[src/rtl/sat_pkg.sv]
package sat_pkg;
  localparam int SAMPLE_W = 32;
  localparam int BIDX_W   = $clog2(SAMPLE_W);
  localparam int FLD_W    = 5;
  localparam int DIV_W    = 8;
  localparam int REG_W    = 32;

  typedef enum logic [2:0] {
    REG_CTRL  = 3'd0,
    REG_CLK   = 3'd1,
    REG_FRAME = 3'd2,
    REG_WORD  = 3'd3,
    REG_DATA  = 3'd4
  } reg_addr_t;

  typedef struct packed {
    logic [FLD_W-1:0] words_m1;
    logic [FLD_W-1:0] sync_m1;
    logic [FLD_W-1:0] w0_m1;
    logic [FLD_W-1:0] wn_m1;
    logic [FLD_W-1:0] first_bit;
    logic             early;
    logic             msb_first;
  } frame_cfg_t;
endpackage

[src/rtl/sat_fifo.sv]
module sat_fifo #(
  parameter int W     = 32,
  parameter int DEPTH = 32
) (
  input  logic                         clk,
  input  logic                         rst,
  input  logic                         push,
  input  logic [W-1:0]                 din,
  input  logic                         pop,
  output logic [W-1:0]                 dout,
  output logic [$clog2(DEPTH+1)-1:0]   level,
  output logic                         empty,
  output logic                         full
);
  localparam int AW = $clog2(DEPTH);
  localparam int LW = $clog2(DEPTH+1);

  logic [W-1:0]  mem [DEPTH];
  logic [AW-1:0] wr_ptr, rd_ptr;
  logic          do_push, do_pop;

  assign empty   = (level == '0);
  assign full    = (level == LW'(DEPTH));
  assign do_push = push && !full;
  assign do_pop  = pop && !empty;
  assign dout    = mem[rd_ptr];

  always_ff @(posedge clk) begin
    if (do_push) mem[wr_ptr] <= din;
  end

  always_ff @(posedge clk) begin
    if (rst) begin
      wr_ptr <= '0;
      rd_ptr <= '0;
      level  <= '0;
    end else begin
      if (do_push) wr_ptr <= (wr_ptr == AW'(DEPTH-1)) ? '0 : wr_ptr + 1'b1;
      if (do_pop)  rd_ptr <= (rd_ptr == AW'(DEPTH-1)) ? '0 : rd_ptr + 1'b1;
      case ({do_push, do_pop})
        2'b10:   level <= level + 1'b1;
        2'b01:   level <= level - 1'b1;
        default: level <= level;
      endcase
    end
  end
endmodule

[src/rtl/sat_bitclk.sv]
module sat_bitclk #(
  parameter int DIV_W = 8
) (
  input  logic             clk,
  input  logic             rst,
  input  logic             run,
  input  logic             mclk_en,
  input  logic [DIV_W-1:0] div,
  output logic             phase,
  output logic             drive_tick
);
  logic [DIV_W-1:0] cnt;
  logic             half_done;

  assign half_done  = mclk_en && (cnt == div);
  // the drive edge is the one that returns the clock to its idle phase
  assign drive_tick = run && half_done && phase;

  always_ff @(posedge clk) begin
    if (rst || !run) begin
      cnt   <= '0;
      phase <= 1'b0;
    end else if (mclk_en) begin
      if (half_done) begin
        cnt   <= '0;
        phase <= ~phase;
      end else begin
        cnt <= cnt + 1'b1;
      end
    end
  end
endmodule

[src/rtl/sat_framer.sv]
module sat_framer
  import sat_pkg::*;
(
  input  logic                clk,
  input  logic                rst,
  input  logic                run,
  input  logic                tick,
  input  frame_cfg_t          cfg,
  input  logic [SAMPLE_W-1:0] fifo_dout,
  input  logic                fifo_empty,
  output logic                pop,
  output logic                underrun,
  output logic                sd,
  output logic                fs_act
);
  localparam int POS_W = $clog2((2**FLD_W) * SAMPLE_W);

  logic [FLD_W-1:0]    k_q, widx_q;
  logic [POS_W-1:0]    pos_q, look_pos;
  logic [SAMPLE_W-1:0] word_q, cur_word;
  logic [FLD_W-1:0]    cur_w_m1;
  logic [BIDX_W-1:0]   bit_idx;
  logic                word_start, last_bit_word, last_word, last_bit_frame;
  logic                step;

  assign step           = run && tick;
  assign word_start     = (k_q == '0);
  assign cur_w_m1       = (widx_q == '0) ? cfg.w0_m1 : cfg.wn_m1;
  assign last_bit_word  = (k_q == cur_w_m1);
  assign last_word      = (widx_q == cfg.words_m1);
  assign last_bit_frame = last_bit_word && last_word;

  assign pop      = step && word_start && !fifo_empty;
  assign underrun = step && word_start && fifo_empty;

  always_comb begin
    if (word_start) cur_word = fifo_empty ? '0 : fifo_dout;
    else            cur_word = word_q;
    bit_idx = cfg.msb_first ? BIDX_W'(cfg.first_bit - k_q)
                            : BIDX_W'(cfg.first_bit + k_q);
    if (cfg.early) look_pos = last_bit_frame ? '0 : pos_q + 1'b1;
    else           look_pos = pos_q;
  end

  always_ff @(posedge clk) begin
    if (rst || !run) begin
      k_q    <= '0;
      widx_q <= '0;
      pos_q  <= '0;
      word_q <= '0;
      sd     <= 1'b0;
      fs_act <= 1'b0;
    end else if (tick) begin
      word_q <= cur_word;
      sd     <= cur_word[bit_idx];
      fs_act <= (look_pos <= POS_W'(cfg.sync_m1));
      k_q    <= last_bit_word ? '0 : k_q + 1'b1;
      if (last_bit_word) widx_q <= last_word ? '0 : widx_q + 1'b1;
      pos_q  <= last_bit_frame ? '0 : pos_q + 1'b1;
    end
  end
endmodule

[src/rtl/serial_audio_tx.sv]
module serial_audio_tx
  import sat_pkg::*;
#(
  parameter int DEPTH = 32
) (
  input  logic             clk,
  input  logic             rst,
  input  logic             mclk_en,
  input  logic             cfg_we,
  input  logic [2:0]       cfg_addr,
  input  logic [REG_W-1:0] cfg_wdata,
  output logic [REG_W-1:0] cfg_rdata,
  output logic             bclk_o,
  output logic             fs_o,
  output logic             sd_o,
  output logic             dma_req_o,
  output logic             irq_o
);
  localparam int LW = $clog2(DEPTH+1);

  logic             tx_en_q, dma_en_q, irq_en_q, err_q;
  logic [DIV_W-1:0] div_q;
  logic             bclk_pol_q, fs_low_q;
  logic [FLD_W-1:0] wm_q;
  frame_cfg_t       fcfg_q;

  logic             wr_ctrl, wr_clk, wr_frame, wr_word, wr_data;
  logic [SAMPLE_W-1:0] fifo_dout;
  logic [LW-1:0]    level;
  logic             fifo_empty, fifo_full, pop, underrun;
  logic             phase, drive_tick, sd_int, fs_act;

  assign wr_ctrl  = cfg_we && (cfg_addr == REG_CTRL);
  assign wr_clk   = cfg_we && (cfg_addr == REG_CLK)   && !tx_en_q;
  assign wr_frame = cfg_we && (cfg_addr == REG_FRAME) && !tx_en_q;
  assign wr_word  = cfg_we && (cfg_addr == REG_WORD)  && !tx_en_q;
  assign wr_data  = cfg_we && (cfg_addr == REG_DATA);

  always_ff @(posedge clk) begin
    if (rst) begin
      tx_en_q    <= 1'b0;
      dma_en_q   <= 1'b0;
      irq_en_q   <= 1'b0;
      err_q      <= 1'b0;
      div_q      <= '0;
      bclk_pol_q <= 1'b0;
      fs_low_q   <= 1'b0;
      wm_q       <= '0;
      fcfg_q     <= '0;
    end else begin
      if (wr_ctrl) begin
        tx_en_q  <= cfg_wdata[0];
        dma_en_q <= cfg_wdata[1];
        irq_en_q <= cfg_wdata[2];
      end
      if (underrun)                     err_q <= 1'b1;
      else if (wr_ctrl && cfg_wdata[3]) err_q <= 1'b0;
      if (wr_clk) begin
        div_q      <= cfg_wdata[DIV_W-1:0];
        bclk_pol_q <= cfg_wdata[8];
      end
      if (wr_frame) begin
        fcfg_q.words_m1  <= cfg_wdata[4:0];
        fcfg_q.sync_m1   <= cfg_wdata[12:8];
        fcfg_q.early     <= cfg_wdata[16];
        fs_low_q         <= cfg_wdata[17];
        fcfg_q.msb_first <= cfg_wdata[18];
        wm_q             <= cfg_wdata[28:24];
      end
      if (wr_word) begin
        fcfg_q.w0_m1     <= cfg_wdata[4:0];
        fcfg_q.wn_m1     <= cfg_wdata[12:8];
        fcfg_q.first_bit <= cfg_wdata[20:16];
      end
    end
  end

  always_ff @(posedge clk) begin
    if (rst) begin
      cfg_rdata <= '0;
      dma_req_o <= 1'b0;
      irq_o     <= 1'b0;
    end else begin
      cfg_rdata <= '0;
      case (cfg_addr)
        REG_CTRL:  cfg_rdata[3:0] <= {err_q, irq_en_q, dma_en_q, tx_en_q};
        REG_CLK:   cfg_rdata[8:0] <= {bclk_pol_q, div_q};
        REG_FRAME: begin
          cfg_rdata[4:0]   <= fcfg_q.words_m1;
          cfg_rdata[12:8]  <= fcfg_q.sync_m1;
          cfg_rdata[18:16] <= {fcfg_q.msb_first, fs_low_q, fcfg_q.early};
          cfg_rdata[28:24] <= wm_q;
        end
        REG_WORD: begin
          cfg_rdata[4:0]   <= fcfg_q.w0_m1;
          cfg_rdata[12:8]  <= fcfg_q.wn_m1;
          cfg_rdata[20:16] <= fcfg_q.first_bit;
        end
        REG_DATA:  cfg_rdata[LW-1:0] <= level;
        default:   cfg_rdata <= '0;
      endcase
      dma_req_o <= dma_en_q && (level <= LW'(wm_q));
      irq_o     <= err_q && irq_en_q;
    end
  end

  sat_fifo #(.W(SAMPLE_W), .DEPTH(DEPTH)) u_fifo (
    .clk(clk), .rst(rst), .push(wr_data), .din(cfg_wdata), .pop(pop),
    .dout(fifo_dout), .level(level), .empty(fifo_empty), .full(fifo_full)
  );

  sat_bitclk #(.DIV_W(DIV_W)) u_bitclk (
    .clk(clk), .rst(rst), .run(tx_en_q), .mclk_en(mclk_en), .div(div_q),
    .phase(phase), .drive_tick(drive_tick)
  );

  sat_framer u_framer (
    .clk(clk), .rst(rst), .run(tx_en_q), .tick(drive_tick), .cfg(fcfg_q),
    .fifo_dout(fifo_dout), .fifo_empty(fifo_empty), .pop(pop),
    .underrun(underrun), .sd(sd_int), .fs_act(fs_act)
  );

  assign bclk_o = phase ^ bclk_pol_q;
  assign fs_o   = fs_act ^ fs_low_q;
  assign sd_o   = sd_int;
endmodule

[config.mk]
export PLATFORM = sky130hd
export DESIGN_NAME = serial_audio_tx
export DESIGN_NICKNAME = d
export VERILOG_FILES = /design/src/rtl/sat_pkg.sv /design/src/rtl/sat_fifo.sv /design/src/rtl/sat_bitclk.sv /design/src/rtl/sat_framer.sv /design/src/rtl/serial_audio_tx.sv
export SDC_FILE = /design/constraint.sdc
export NUM_CORES = 1
export LEC_CHECK = 0
export ABC_CLOCK_PERIOD_IN_PS = 4900
export BUFFER_PORTS_ARGS = -buffer_cell sky130_fd_sc_hd__buf_2
export CAP_MARGIN = 20
export CORE_ASPECT_RATIO = 0.5
export CORE_MARGIN = 1.5
export CORE_UTILIZATION = 50
export CTS_BUF_LIST = sky130_fd_sc_hd__clkbuf_16
export DETAILED_ROUTE_END_ITERATION = 7
export GPL_ROUTABILITY_DRIVEN = 1
export HOLD_SLACK_MARGIN = 0.05
export PLACE_DENSITY = 0.66
export SLEW_MARGIN = 40
export SYNTH_ARGS = -nofsm -noshare
export SYNTH_HDL_FRONTEND = slang
export SYNTH_SLANG_ARGS = --single-unit
export TNS_END_PERCENT = 10
[constraint.sdc]
create_clock -name clk -period 4.9 [get_ports clk]
set_input_delay 0 -clock clk [delete_from_list [all_inputs] [get_ports clk]]
set_output_delay 0 -clock clk [all_outputs]
set_load 0.02 [all_outputs]
==> impl_metrics.yaml, run 1 <==
critical_path:
  start_kind: "flop"
  crit_chain: "inv_1, ha_1, nor3b_1, ha_1, and2_0, o21a_1, o31ai_1, o32ai_1, a211oi_1, a2111oi_0, a31oi_1, and3_1, nor3_2"
  endpoint_kind: "flop"
  crit_path_max_fanout: 12
  critPathBufInv: 1
  cpPeakStageDelay_ns: 0.77
  crit_top_cell: "ha_1"
  cp.arrival_ns: 4.66
  cpLargestDelayFamily: "compound AO/OA/AOI/OAI gates"
  path_class: "flop to flop"
  critPathRequiredTime_ns: 5.52
  cpMaxStageDelayCell: "o21a_1"
power_and_ir_drop:
  pwr-share-comb_pct: 1.8
  power_density_mw_per_mm2: 359.7
  p_sw_mw: 3.930
  total_power_mw: 19.30
  p_int_mw: 15.37
  sequentialPowerShare_pct: 56.5
  power_leakage_nw: 16.78
  switching_share_pct: 20.36
  clkPwrFrac_pct: 41.6
  max-vdd-ir-drop_mv: 0.2807
clock_tree:
  clock_path_buffers: 3
  path_clk_slew_ns: 0.07
  cts_tree: "built"
  clockRootBuffer: "clkbuf_16"
  clk_latency_ns: 0.71
  ctsHtreeMaxLevel: 3
  cts.sinks: 1179
  cts_buffers: 102
timing:
  fin_skew_ns: 0.02888
  fmax_mhz: 247.6
  whs_ns: 0.2015
  fin_setup_tns_ns: 0
  drv_slew: 0
  period_share_pct: 82.43
  setup_viol: 0
  min_period_ns: 4.039
  hold_viol_final: 0
  relSlewSlack_pct: 40.11
  rsz0062_at_grt: "false"
  tightestPinTransition_ns: 0.8962
yosys:
  synthTopCellsByArea: "edfxtp_1 (65%), dfxtp_1 (6.5%), mux4_2 (5.3%), mux2i_1 (4.6%), a21oi_1 (1.6%)"
  yosysMostFrequentCell: "edfxtp_1"
  synth_commonest_cells: "edfxtp_1 (1,024), mux2i_1 (220), nand2_1 (179)"
  synth_edf_count: 1024
  netlist_instances: 2961
  synth.distinct_cells: 83
  synthArstFlopShare_pct: 0
  seq_area_frac_synth_pct: 71.24
  syn_area_mm2: 0.04752
  synth_top_area_share_pct: 64.71
  yosysTopAreaCell: "edfxtp_1"
  synth_flop_cell: "edfxtp_1"
  yosys_warnings: 0
  ys_ff_latch: 1179
  syn_avg_cell_area_um2: 16.05
grt:
  antenna_found_initial: 8
  grt.overflow.total: 0
  first_global_vias: 27060
  grt_max_degree: 73
  grt_usage_pct: 27.84
  grt_pass1_wl_um: 193800
die:
  die_y_um: 221.0
  coreArea_mm2: 0.09361
  initial_core_util_pct: 50.77
  rows: 79
  fp.dieW_um: 439.0
  ios: 76
  die-area_mm2: 0.09701
finish:
  fillers: 7069
  final_util_pct: 57.33
  syn_to_final_growth_pct: 12.93
  layout.nets: 3196
  layout-drive-gt1-share_pct: 17.39
  multiInputGateArea_mm2: 0.01278
  stdcell_area_mm2: 0.05366
  regArea_mm2: 0.03387
drt:
  drt_iter0_drc: 4222
  drc: 0
  vias_per_cell: 6.405
  vias: 28580
  wire_per_inst_um: 30.45
  ant_nets: 0
  drt_first_pass_iters: 5
  routed_wirelength_um: 135800
status:
  status: "completed"
run:
  cap_violations: 0
place:
  io_buffer_count: 66
  gp_congestion: 0.8831
  dp_hpwl_um: 82260
  dpl-instance-area_mm2: 0.04994
min_path:
  hold_path_class: "input port to flop"
## sequential cells by signal (all words and copies together), names as in the netlist, named ones only
signal,flops
irq_en_q,1
u_framer.sd,1
u_fifo.mem,1024
u_framer.pos_q,10
wm_q,5
u_bitclk.phase,1
fs_low_q,1
u_fifo.level,6
dma_en_q,1
irq_o,1
u_fifo.wr_ptr,5
u_bitclk.cnt,8
div_q,8
u_framer.k_q,5
u_framer.fs_act,1
u_framer.word_q,32
u_fifo.rd_ptr,5
err_q,1
tx_en_q,1
dma_req_o,1
u_framer.widx_q,5
bclk_pol_q,1
fcfg_q,27
cfg_rdata,23
## metrics by stage
stage          setup WS [ns]  instances
6_report              0.8608       4462
5_1_grt               0.5896       4458
4_1_cts               0.9419       4455
3_5_place_dp          0.9554       4230
3_3_place_gp          0.9624       4217
2_1_floorplan          1.160       2969
## final timing paths
path	from	endpoint	slack (ns)	cells past startpoint
setup / recovery	u_framer.k_q[0]$_SDFFE_PP0P_	u_framer.sd$_SDFFE_PP0P_	0.86	13
hold / removal	mclk_en	u_bitclk.cnt[0]$_SDFFE_PP0P_	0.20	4
setup reg to reg	u_framer.k_q[0]$_SDFFE_PP0P_	u_framer.sd$_SDFFE_PP0P_	0.86	13
hold reg to reg	u_framer.word_q[0]$_SDFFE_PP0P_	u_framer.word_q[0]$_SDFFE_PP0P_	0.46	2
## power by group through the flow
stage	logic, mW	registers (mW)	clock network (mW)
after floorplan	0.119	11.1	0
after detailed placement	0.323	11.1	0
after global placement	0.312	11.1	0
final	0.355	10.9	8.04
after global routing	0.380	10.9	8.49
after CTS	0.349	10.9	8.11
## repair_timing
item,4_1_cts,5_1_grt
resized for setup,0,0
buffers inserted,0,0
hold endpoints to repair,1112,0
hold buffers,40,0
## layer usage
metal	share of wire (%)	up-vias	track usage, %	routed length [um]
li1	-	11970	-	-
met1	42	14620	42.46	56500
met3	12	187	6.718	16860
met2	44	1803	40.55	60080
met5	0	-	0	0
met4	1.8	0	6.117	2405
## cell type report
| type | instances | share of cell area [%] |
|---|---|---|
| Clock inverter | 79 | 1.133 |
| Tap cell | 1255 | 2.926 |
| Clock buffer | 106 | 4.943 |
| Timing Repair Buffer | 234 | 3.754 |
| Antenna cell | 4 | 0.01865 |
| Multi-Input combinational cell | 1562 | 23.81 |
| Sequential cell | 1179 | 63.11 |
| Inverter | 43 | 0.3008 |
## cells in the final DEF, fill, tap and decap left out, drive strengths merged, types with 12 or more instances in the layout
| master | count |
|---|---|
| and3 | 19 |
| nand2b | 21 |
| a22oi | 28 |
| mux4 | 111 |
| xor2 | 20 |
| mux2 | 56 |
| mux2i | 220 |
| a211o | 12 |
| and2 | 14 |
| o221ai | 15 |
| o22ai | 55 |
| inv | 71 |
| clkinv | 40 |
| nor2b | 27 |
| xnor2 | 27 |
| buf | 194 |
| nand3 | 18 |
| a211oi | 26 |
| dfxtp | 155 |
| o21ai | 69 |
| clkbuf | 106 |
| a21o | 16 |
| nand2 | 179 |
| edfxtp | 1024 |
| ha | 33 |
| nor3 | 23 |
| a221oi | 68 |
| nor2 | 168 |
| a221o | 21 |
| a21oi | 154 |
| dlygate4sd3 | 40 |
## worst reg2reg max path, stage by stage (launching register included)
cell and delay, ns:
dfxtp_1 0.36, inv_1 0.15, ha_1 0.19, nor3b_1 0.19, ha_1 0.36, and2_0 0.42
o21a_1 0.77, o31ai_1 0.20, o32ai_1 0.24, a211oi_1 0.09, a2111oi_0 0.58, a31oi_1 0.07
and3_1 0.20, nor3_2 0.17
## cell families (layout without fill, tap and decap cells)
| group | Yosys count | count (layout) | synth area share, % |
|---|---|---|---|
| flops | 1179 | 1179 | 71.24 |
| compound gates | 557 | 557 | 8.010 |
| simple gates | 527 | 527 | 5.174 |
| mux | 387 | 387 | 11.22 |
| buf+inv | 228 | 462 | 2.528 |
| xor+xnor | 47 | 47 | 0.8663 |
| fa+ha+maj | 35 | 35 | 0.9532 |
| other cells | 1 | 13 | 0.007892 |
Note: power is estimated with default switching activity, not from simulation.
==> inputs of run 2 (changes only) <==
--- a/config.mk
+++ b/config.mk
@@ -5,7 +5,7 @@
 export SDC_FILE = /design/constraint.sdc
 export NUM_CORES = 1
 export LEC_CHECK = 0
-export ABC_CLOCK_PERIOD_IN_PS = 4900
+export ABC_CLOCK_PERIOD_IN_PS = 3530
 export BUFFER_PORTS_ARGS = -buffer_cell sky130_fd_sc_hd__buf_2
 export CAP_MARGIN = 20
 export CORE_ASPECT_RATIO = 0.5
@@ -15,7 +15,7 @@
 export DETAILED_ROUTE_END_ITERATION = 7
 export GPL_ROUTABILITY_DRIVEN = 1
 export HOLD_SLACK_MARGIN = 0.05
-export PLACE_DENSITY = 0.66
+export PLACE_DENSITY = 0.68
 export SLEW_MARGIN = 40
 export SYNTH_ARGS = -nofsm -noshare
 export SYNTH_HDL_FRONTEND = slang
==> constraint.sdc (replaced) <==
create_clock -name clk -period 3.53 [get_ports clk]
set_input_delay 0 -clock clk [delete_from_list [all_inputs] [get_ports clk]]
set_output_delay 0 -clock clk [all_outputs]
set_load 0.02 [all_outputs]
==> run 2 against run 1 <==
Non-clock buffer count increased by 95. Final cell count rose by 2.1%. Largest power group unchanged. Highest routed layer unchanged. Sequential cell count unchanged.
==> impl_metrics.yaml, run 2 (synthesis results as in run 1) <==
power_and_ir_drop:
  p_sw_mw: 5.408
  p_int_mw: 21.16
  power_leakage_nw: 17.25
  switching_share_pct: 20.35
  max-vdd-ir-drop_mv: 0.3325
  clkPwrFrac_pct: 41.0
  sequentialPowerShare_pct: 57.0
  power_density_mw_per_mm2: 487.6
  pwr-share-comb_pct: 2.0
clock_tree:
  clk_latency_ns: 0.71
  cts_tree: "built"
  clockRootBuffer: "clkbuf_16"
  ctsHtreeMaxLevel: 3
  path_clk_slew_ns: 0.07
  cts_buffers: 102
  cts.sinks: 1179
  clock_path_buffers: 3
critical_path:
  start_kind: "flop"
  path_class: "flop to flop"
  endpoint_kind: "flop"
  startpoint: "u_framer.k_q[0]$_SDFFE_PP0P_"
  r2r-start: "u_framer.k_q[0]$_SDFFE_PP0P_"
  cpLargestDelayFamily: "compound AO/OA/AOI/OAI gates"
  cpMaxStageDelayCell: "xnor2_1"
  crit_path_max_fanout: 4
  critPathRequiredTime_ns: 4.16
  cpPeakStageDelay_ns: 0.67
  crit_chain: "inv_1, ha_1, mux2i_1, fa_1, a21o_1, a21oi_1, xnor2_1, nand2_1, a2111oi_1, a31oi_1, and3_1, nor3_2"
  critPathBufInv: 1
  cp.arrival_ns: 4.07
grt:
  grt_pass1_wl_um: 196700
  grt_usage_pct: 28.17
  grt_max_degree: 80
  grt.overflow.total: 0
  antenna_found_initial: 7
  first_global_vias: 27920
die:
  rows: 79
  die-area_mm2: 0.09701
  coreArea_mm2: 0.09361
  ios: 76
  die_y_um: 221.0
  fp.dieW_um: 439.0
  initial_core_util_pct: 50.77
finish:
  largest_reg_flops: 1024
  fillers: 6959
  largest_register: "u_fifo.mem"
  top_regs: "u_fifo.mem x1024, u_framer.word_q x32, fcfg_q x27"
  final_common_cell: "edfxtp_1"
  final_util_pct: 58.22
  layout-drive-gt1-share_pct: 19.95
  layout.nets: 3291
  syn_to_final_growth_pct: 14.68
  layout_common_cells: "edfxtp_1 (1,024), mux2i_1 (219), buf_4 (186)"
timing:
  period_share_pct: 97.58
  tightestPinTransition_ns: 0.8756
  rsz0062_at_grt: "true"
  relSlewSlack_pct: 41.62
  fmax_mhz: 290.3
  whs_ns: 0.2050
  hold_viol_final: 0
  min_period_ns: 3.445
  drv_slew: 0
  setup_viol: 0
  fin_skew_ns: 0.02452
place:
  io_buffer_count: 66
  gp_congestion: 0.8971
  dp_hpwl_um: 83870
drt:
  vias: 29250
  drt_iter0_drc: 4446
  ant_nets: 0
  routed_wirelength_um: 137400
  drt_first_pass_iters: 6
  drc: 0
  wire_per_inst_um: 30.16
  vias_per_cell: 6.423
run:
  cap_violations: 0
min_path:
  hold_path_class: "input port to flop"
  min_from: "mclk_en"
status:
  status: "completed"
run 2: final timing paths:
path	endpoint	slack, ns	cells after the start
min reg2reg	u_framer.word_q[17]$_SDFFE_PP0P_	0.46	2
min	u_bitclk.cnt[0]$_SDFFE_PP0P_	0.21	4
max reg2reg	u_framer.sd$_SDFFE_PP0P_	0.09	12
max	u_framer.sd$_SDFFE_PP0P_	0.09	12
run 2: area by class of cell:
class	count	area (um2)	area share (%)
Antenna cell	1	2.502	0.004592
Clock buffer	105	2628	4.822
Clock inverter	80	559.3	1.026
Inverter	43	161.4	0.2962
Multi-Input combinational cell	1562	12830	23.55
Sequential cell	1179	33870	62.15
Tap cell	1255	1570	2.882
Timing Repair Buffer	329	2869	5.265
run 2: what timing repair did:
item,4_1_cts,5_1_grt
cloned,0,0
resized for setup,6,12
pin swaps,6,5
setup buffers,5,1
hold buffers,41,0
endpoints found under the hold margin,1100,0
setup endpoints to repair,1,4
run 2: tightest hold or removal path, delay by kind of cell:
family,cells,cell delay [ns]
buffers and inverters,2,0.69
multiplexers,1,0.09
AND/OR/NAND/NOR,1,0.08
run 2: metrics by stage:
| step | setup WS [ns] | std cells | TNS [ns] | area (um2) | power [mW] |
|---|---|---|---|---|---|
| after floorplan | -0.2103 | 2969 | -193.03 | 47550 | 15.62 |
| after global placement | -0.1017 | 4320 | -0.1017 | 50730 | 15.90 |
| after detailed placement | -0.02183 | 4320 | -0.02183 | 50740 | 15.91 |
| after CTS | 0.004047 | 4551 | 0 | 54400 | 26.65 |
| after global routing | -0.03033 | 4554 | -0.03033 | 54490 | 27.23 |
| final | 0.08542 | 4554 | 0 | 54490 | 26.57 |
run 2: layer usage:
| layer | track usage [%] | vias to the layer above | part of all wire (%) |
|---|---|---|---|
| met5 | 0 | - | 0 |
| met4 | 6.775 | 0 | 2.2 |
| met3 | 6.578 | 214 | 13 |
| met2 | 41.44 | 1891 | 44 |
| met1 | 42.52 | 15000 | 41 |
| li1 | - | 12150 | - |
run 2: power by group through the flow:
stage / combinational (mW) / sequential, mW / clock [mW]
2_1_floorplan: 0.166 / 15.5 / 0
3_3_place_gp: 0.443 / 15.5 / 0
3_5_place_dp: 0.459 / 15.5 / 0
4_1_cts: 0.506 / 15.1 / 11.0
5_1_grt: 0.557 / 15.1 / 11.5
6_report: 0.520 / 15.1 / 10.9
